--- src/rtl/nextpc_addr_gen.sv ---
module nextpc_addr_gen #(
  parameter int DW = 16,
  parameter int RIW = 3
) (
  input  logic [DW-1:0]  ir,
  input  logic [DW-1:0]  pc,
  input  logic [DW-1:0]  base_val,
  input  logic [DW-1:0]  bus,
  input  logic [2:0]     flags,
  input  logic           base_sel,
  input  logic [1:0]     off_sel,
  input  logic [1:0]     pc_sel,
  input  logic           mar_sel,
  output logic [RIW-1:0] base_idx,
  output logic [DW-1:0]  addr_sum,
  output logic [DW-1:0]  next_pc,
  output logic [DW-1:0]  mar_addr,
  output logic           br_taken
);
  localparam int VW = 8;

  logic [DW-1:0] off_val;
  logic [DW-1:0] adder_base;

  assign base_idx   = ir[8:6];
  assign adder_base = base_sel ? base_val : pc;

  always_comb begin
    case (off_sel)
      2'b01:   off_val = {{(DW-6){ir[5]}}, ir[5:0]};
      2'b10:   off_val = {{(DW-9){ir[8]}}, ir[8:0]};
      2'b11:   off_val = {{(DW-11){ir[10]}}, ir[10:0]};
      default: off_val = '0;
    endcase
  end

  assign addr_sum = adder_base + off_val;
  assign br_taken = |(ir[11:9] & flags);

  always_comb begin
    case (pc_sel)
      2'b00:   next_pc = pc + DW'(1);
      2'b01:   next_pc = addr_sum;
      2'b10:   next_pc = bus;
      default: next_pc = br_taken ? addr_sum : pc;
    endcase
  end

  assign mar_addr = mar_sel ? {{(DW-VW){1'b0}}, ir[VW-1:0]} : addr_sum;

  always_comb begin
    p_mask_none_r9: assert (ir[11:9] != 3'b000 || !br_taken);
    p_br_hold_r12: assert (pc_sel != 2'b11 || br_taken || next_pc == pc);
    p_vec_upper_r10: assert (!mar_sel || mar_addr[DW-1:VW] == '0);
    p_zero_off_r4: assert (off_sel != 2'b00 || !base_sel || addr_sum == base_val);
    p_mar_adder_r10: assert (mar_sel || mar_addr == addr_sum);
  end
endmodule

--- config.mk ---
export PLATFORM = sky130hd
export DESIGN_NAME = nextpc_addr_gen
export DESIGN_NICKNAME = d
export VERILOG_FILES = /design/src/rtl/nextpc_addr_gen.sv
export SDC_FILE = /design/constraint.sdc
export NUM_CORES = 1
export LEC_CHECK = 0
export CORE_ASPECT_RATIO = 0.7
export CORE_MARGIN = 3
export CORE_UTILIZATION = 50
export DETAILED_ROUTE_END_ITERATION = 10
export DONT_BUFFER_PORTS = 1
export PLACE_DENSITY = 0.76
export SLEW_MARGIN = 20
export SYNTH_ARGS = -nofsm -noshare
export SYNTH_HDL_FRONTEND = slang
export SYNTH_SLANG_ARGS = --single-unit
export TNS_END_PERCENT = 50
--- constraint.sdc ---
create_clock -name vclk -period 5.8
set_input_delay 0.58 -clock vclk [all_inputs]
set_output_delay 0.58 -clock vclk [all_outputs]
set_load 0.01 [all_outputs]
After elaboration in Yosys (flattened, before gate mapping)
Index checks and enable logic that the tools add are counted.
- input bits: 73
- logic and storage cells: 15
- output and inout bits: 52
- register bits: 0
- reduce and logical (&&, ||, !) cells: 2
- bitwise operators: 1
- equality and inequality tests: 5
- muxes and demuxes: 5
- $add $sub $neg: 2
- operators with widths (cell ; number):
    16-bit case mux with 3 select lines ; 2
    16-bit 2-to-1 mux ; 3
    16-bit by 1-bit adder with 16-bit output (second input constant) ; 1
    16-bit adder ; 1
    2-bit equality test (second input constant) ; 3
    2-bit by 1-bit equality test with 1-bit output (second input constant) ; 2
    3-bit bitwise AND ; 1
    3-bit OR reduction ; 1
    2-bit zero test ; 1

Depth between registers and ports, before layout
- word-level depth: 5
- mapped depth: 12
- depth with buffers taken out: 11

Worst setup path before layout
Ideal clock, no wire load.
- path type: input-to-output
- start: input base_sel
- end: output next_pc[12]
- arrival: 3.409 ns
- data required time: 5.220 ns
- path buffers: 2
- slack: 1.811 ns
- stages on the path: 10
- cells stage by stage: clkbuf_1 > buf_1 > mux2_2 > ha_1 > and4_1 > a32o_1 > a221o_1 > a211oi_2 > a21oi_1 > a211oi_1
- word-level cells in the longest chain between the ends: 4
- ends and longest elaborated chain (element ; line ; source):
    from (decl) ; 10 ; input logic base_sel,
    16-bit 2-to-1 mux (*) ; 26 ; assign adder_base = base_sel ? base_val : pc;
    16-bit adder (*) ; 37 ; assign addr_sum = adder_base + off_val;
    named net addr_sum[12] ; 15 ; output logic [DW-1:0] addr_sum,
    16-bit 2-to-1 mux ; 45 ; default: next_pc = br_taken ? addr_sum : pc;
    16-bit case mux with 3 select lines (*) ; 41 ; case (pc_sel)
    to (decl) ; 16 ; output logic [DW-1:0] next_pc,
The timed path passes the listed nets; every way through them passes the cells marked *.

Final worst setup path
- start: input off_sel[1]
- end: output next_pc[12]
- word-level cells in the longest chain between the ends: 5
- elaborated cells between the ends (all ways): 7
- those cells by class: add/sub: 1; eq/ne: 3; mux: 3
- ends and longest elaborated chain (element ; line ; source):
    from (decl) ; 11 ; input logic [1:0] off_sel,
    2-bit equality test / 2-bit by 1-bit equality test with 1-bit output (equally long branches) ; 29 ; case (off_sel)
    16-bit case mux with 3 select lines (*) ; 29 ;
    16-bit adder (*) ; 37 ;
    named net addr_sum[12] ; 15 ;
    16-bit 2-to-1 mux ; 45 ;
    16-bit case mux with 3 select lines (*) ; 41 ;
Marked as above.

==> flow_summary.rst <==
.. list-table::
   :header-rows: 1

   * - Metric
     - Value
   * - Status
     - finished clean
   * - Unrepaired setup endpoints after global routing
     - no
   * - Most common library cell in the layout ignoring fill and taps
     - sky130_fd_sc_hd__nand2_1
   * - Final weighted congestion of routability-driven global placement
     - between 0.9 and 1
   * - Minimum period implied by the final worst setup slack
     - between 3000 and 4000 ps
   * - Starting DRT DRC Count
     - 234
   * - Initial antenna violation count
     - 0
   * - Type of element capturing the critical path
     - output pin
   * - Number of placed instances with taps included
     - 344
   * - Number of global-route vias before repair
     - around 2,000
   * - Nets@finish
     - ~380
   * - Row count
     - 19
   * - Mean instance size in the synthesized netlist
     - between 7 and 8 um2
   * - Hold bufs inserted after CTS
     - 0
   * - Highest-count cells in the layout ignoring fill and taps
     - sky130_fd_sc_hd__nand2_1, sky130_fd_sc_hd__mux2_2, sky130_fd_sc_hd__o21ai_0, sky130_fd_sc_hd__a21oi_1, sky130_fd_sc_hd__inv_1
   * - Peak supply drop
     - just under 0.00006 V
   * - Number of buffers inserted by post-CTS setup repair
     - 0
   * - Clock buffer cells
     - 0
   * - Area growth from synthesis to layout
     - -0.573%
   * - Final worst slack
     - ~1900 ps
   * - Global-route total usage across every layer
     - between 20% and 30%
   * - Arrival time of the worst setup path
     - 3310 ps
   * - Layout cells sized above 1
     - approximately a tenth
   * - Highest attainable clock frequency
     - 0.257 GHz
   * - Width of the die
     - about 85 um
   * - Area of the die
     - roughly 0.0052 mm2
   * - CP Max Fanout
     - 6
   * - Area used by multi-input combinational logic
     - between 0.002 and 0.0025 mm2
   * - Startpoint kind of the worst setup timing path
     - primary input
   * - I/O pin count
     - around 130
   * - Vias per std cell
     - between 6 and 7
   * - Fin. Hold Viols
     - 0
   * - Initial standard-cell utilization of the core
     - a little over half
   * - Final ANT Viol Nets
     - 0
   * - Non-Filler Instances
     - 344
   * - Max-cap violations
     - 0
   * - Worst EP required
     - between 5000 and 6000 ps
   * - Synth Instances
     - 310
   * - Total power per unit cell area
     - roughly 140 mW/mm2
   * - Post-DR wirelength/cell
     - a little over 20 um
   * - Die height
     - about 60 um
   * - Portion of the clock cycle consumed by the worst path in the final layout
     - 67.1%
   * - Placeable core area
     - slightly above 0.004 mm2
   * - Maximum number of pins on one net before global-route repair
     - 33
   * - FF+latch area
     - 0 um2
   * - Post-cts repair resize count
     - 0
   * - Worst hold slack
     - ~1200 ps
   * - Count of warnings emitted by yosys
     - 0
   * - Sequential element share of the synthesized area
     - 0%
   * - Antenna diode instance count
     - 0
   * - Pre-CTS worst setup slack
     - between 1500 and 2000 ps
   * - Layout fillers
     - slightly above 400
   * - Number of nets in the synthesized netlist
     - 400
   * - Detailed-placement wirelength estimate
     - roughly 5700 um
   * - Normalized max-slew margin
     - between 40% and 50%
   * - Number of port buffers
     - 0
   * - Instance area at placement
     - 0.00217 mm2
   * - Routed wire length
     - around 7000 um
   * - Number of distinct library cell variants in the gate-level netlist after synthesis
     - 63
   * - TNS Setup
     - 0 ps
   * - Total congestion overflow
     - 0
   * - DRC violations left
     - 0
   * - Number of slew-limit violations in the final report
     - 0
   * - Global-route wire length before repair
     - between 10,000 and 15,000 um
   * - Mapped Area
     - between 0.002 and 0.0025 mm2
   * - FF+latch count
     - 0
   * - Total leakage power
     - roughly 0.9 nW
   * - Iteration count of the initial detailed-routing pass
     - 4
   * - Vias after detailed routing
     - ~2,300
   * - Final standard cell area without fillers
     - 0.00217 mm2
   * - Setup violations, final
     - 0
   * - Worst min-delay path class
     - in -> out
   * - Critical Setup Path Class
     - in -> out
   * - Pin slew with the least headroom to its limit
     - roughly 760 ps
layout make-up:
cell class	instances	area share, %
Multi-Input combinational cell	274	93.7
Tap cell	52	3.00
Inverter	17	2.94
Timing Repair Buffer	1	0.346
power by group:
part,internal [mW],switching (mW)
sequential,0,0
clock,0,0
combinational,0.117,0.193
total,0.117,0.193
routing by layer:
| metal | track usage, % | wire [um] | vias to the layer above |
|---|---|---|---|
| li1 | - | - | 1115 |
| met2 | 36.5 | 2900 | 129 |
| met5 | 0 | 0 | - |
| met3 | 6.28 | 848 | 6 |
| met4 | 2.03 | 58 | 0 |
| met1 | 37.8 | 3170 | 1028 |
critical path, stage by stage:
cell	delay (ps)
sky130_fd_sc_hd__nor2_1	440
sky130_fd_sc_hd__nor2b_1	110
sky130_fd_sc_hd__ha_1	250
sky130_fd_sc_hd__inv_1	70
sky130_fd_sc_hd__fa_1	280
sky130_fd_sc_hd__nor2b_4	60
sky130_fd_sc_hd__o2111a_2	290
sky130_fd_sc_hd__o211a_1	240
sky130_fd_sc_hd__a211oi_2	450
sky130_fd_sc_hd__a21oi_1	140
sky130_fd_sc_hd__a211oi_1	400
final timing paths:
check	from	end	slack, ps	depth (start not counted)
worst max-delay path	off_sel[1]	next_pc[12]	1910	11
worst min-delay path	ir[6]	base_idx[0]	1160	0
Yosys cell counts, drive strengths merged (3+ instances only):
library cell   n  share of area, %
mux2i         11               5.0
and3           3              0.86
nand2b         5               1.4
o21ai         20               4.6
o21a           3               1.0
mux4           3               3.1
nor3           6               1.4
inv           17               2.9
ha            16               9.2
nor2b         13               4.1
nand4          5               1.4
xnor2         13               5.2
o221ai         3               1.2
buf            6               1.7
nor3b          3               1.0
and4           3               1.2
clkbuf        13               2.2
nor2          15               2.6
nand2         38               6.5
a21o           7               2.4
a211oi         8               3.0
xor2          12               4.8
nand3b         4               1.4
a21oi         19               4.4
nand3          7               1.6
mux2          20                10
metrics by stage:
step                util (%)  power, mW
floorplan                  -      0.265
global placement        53.4      0.306
detailed placement      53.4      0.309
CTS                     53.4      0.310
global route            53.4      0.340
finish                  53.4      0.310
cells by family (layout without fill, tap and decap cells):
| family | Yosys count | in the layout | share of synthesized area, % |
|---|---|---|---|
| XOR/XNOR | 25 | 25 | 10.0 |
| adder cells (fa/ha/maj) | 17 | 17 | 10.1 |
| multiplexers | 34 | 34 | 18.5 |
| AO/OA/AOI/OAI | 88 | 88 | 28.4 |
| buffers and inverters | 36 | 18 | 6.82 |
| AND/OR/NAND/NOR | 110 | 110 | 26.2 |
Note: power is estimated with default switching activity, not from simulation.
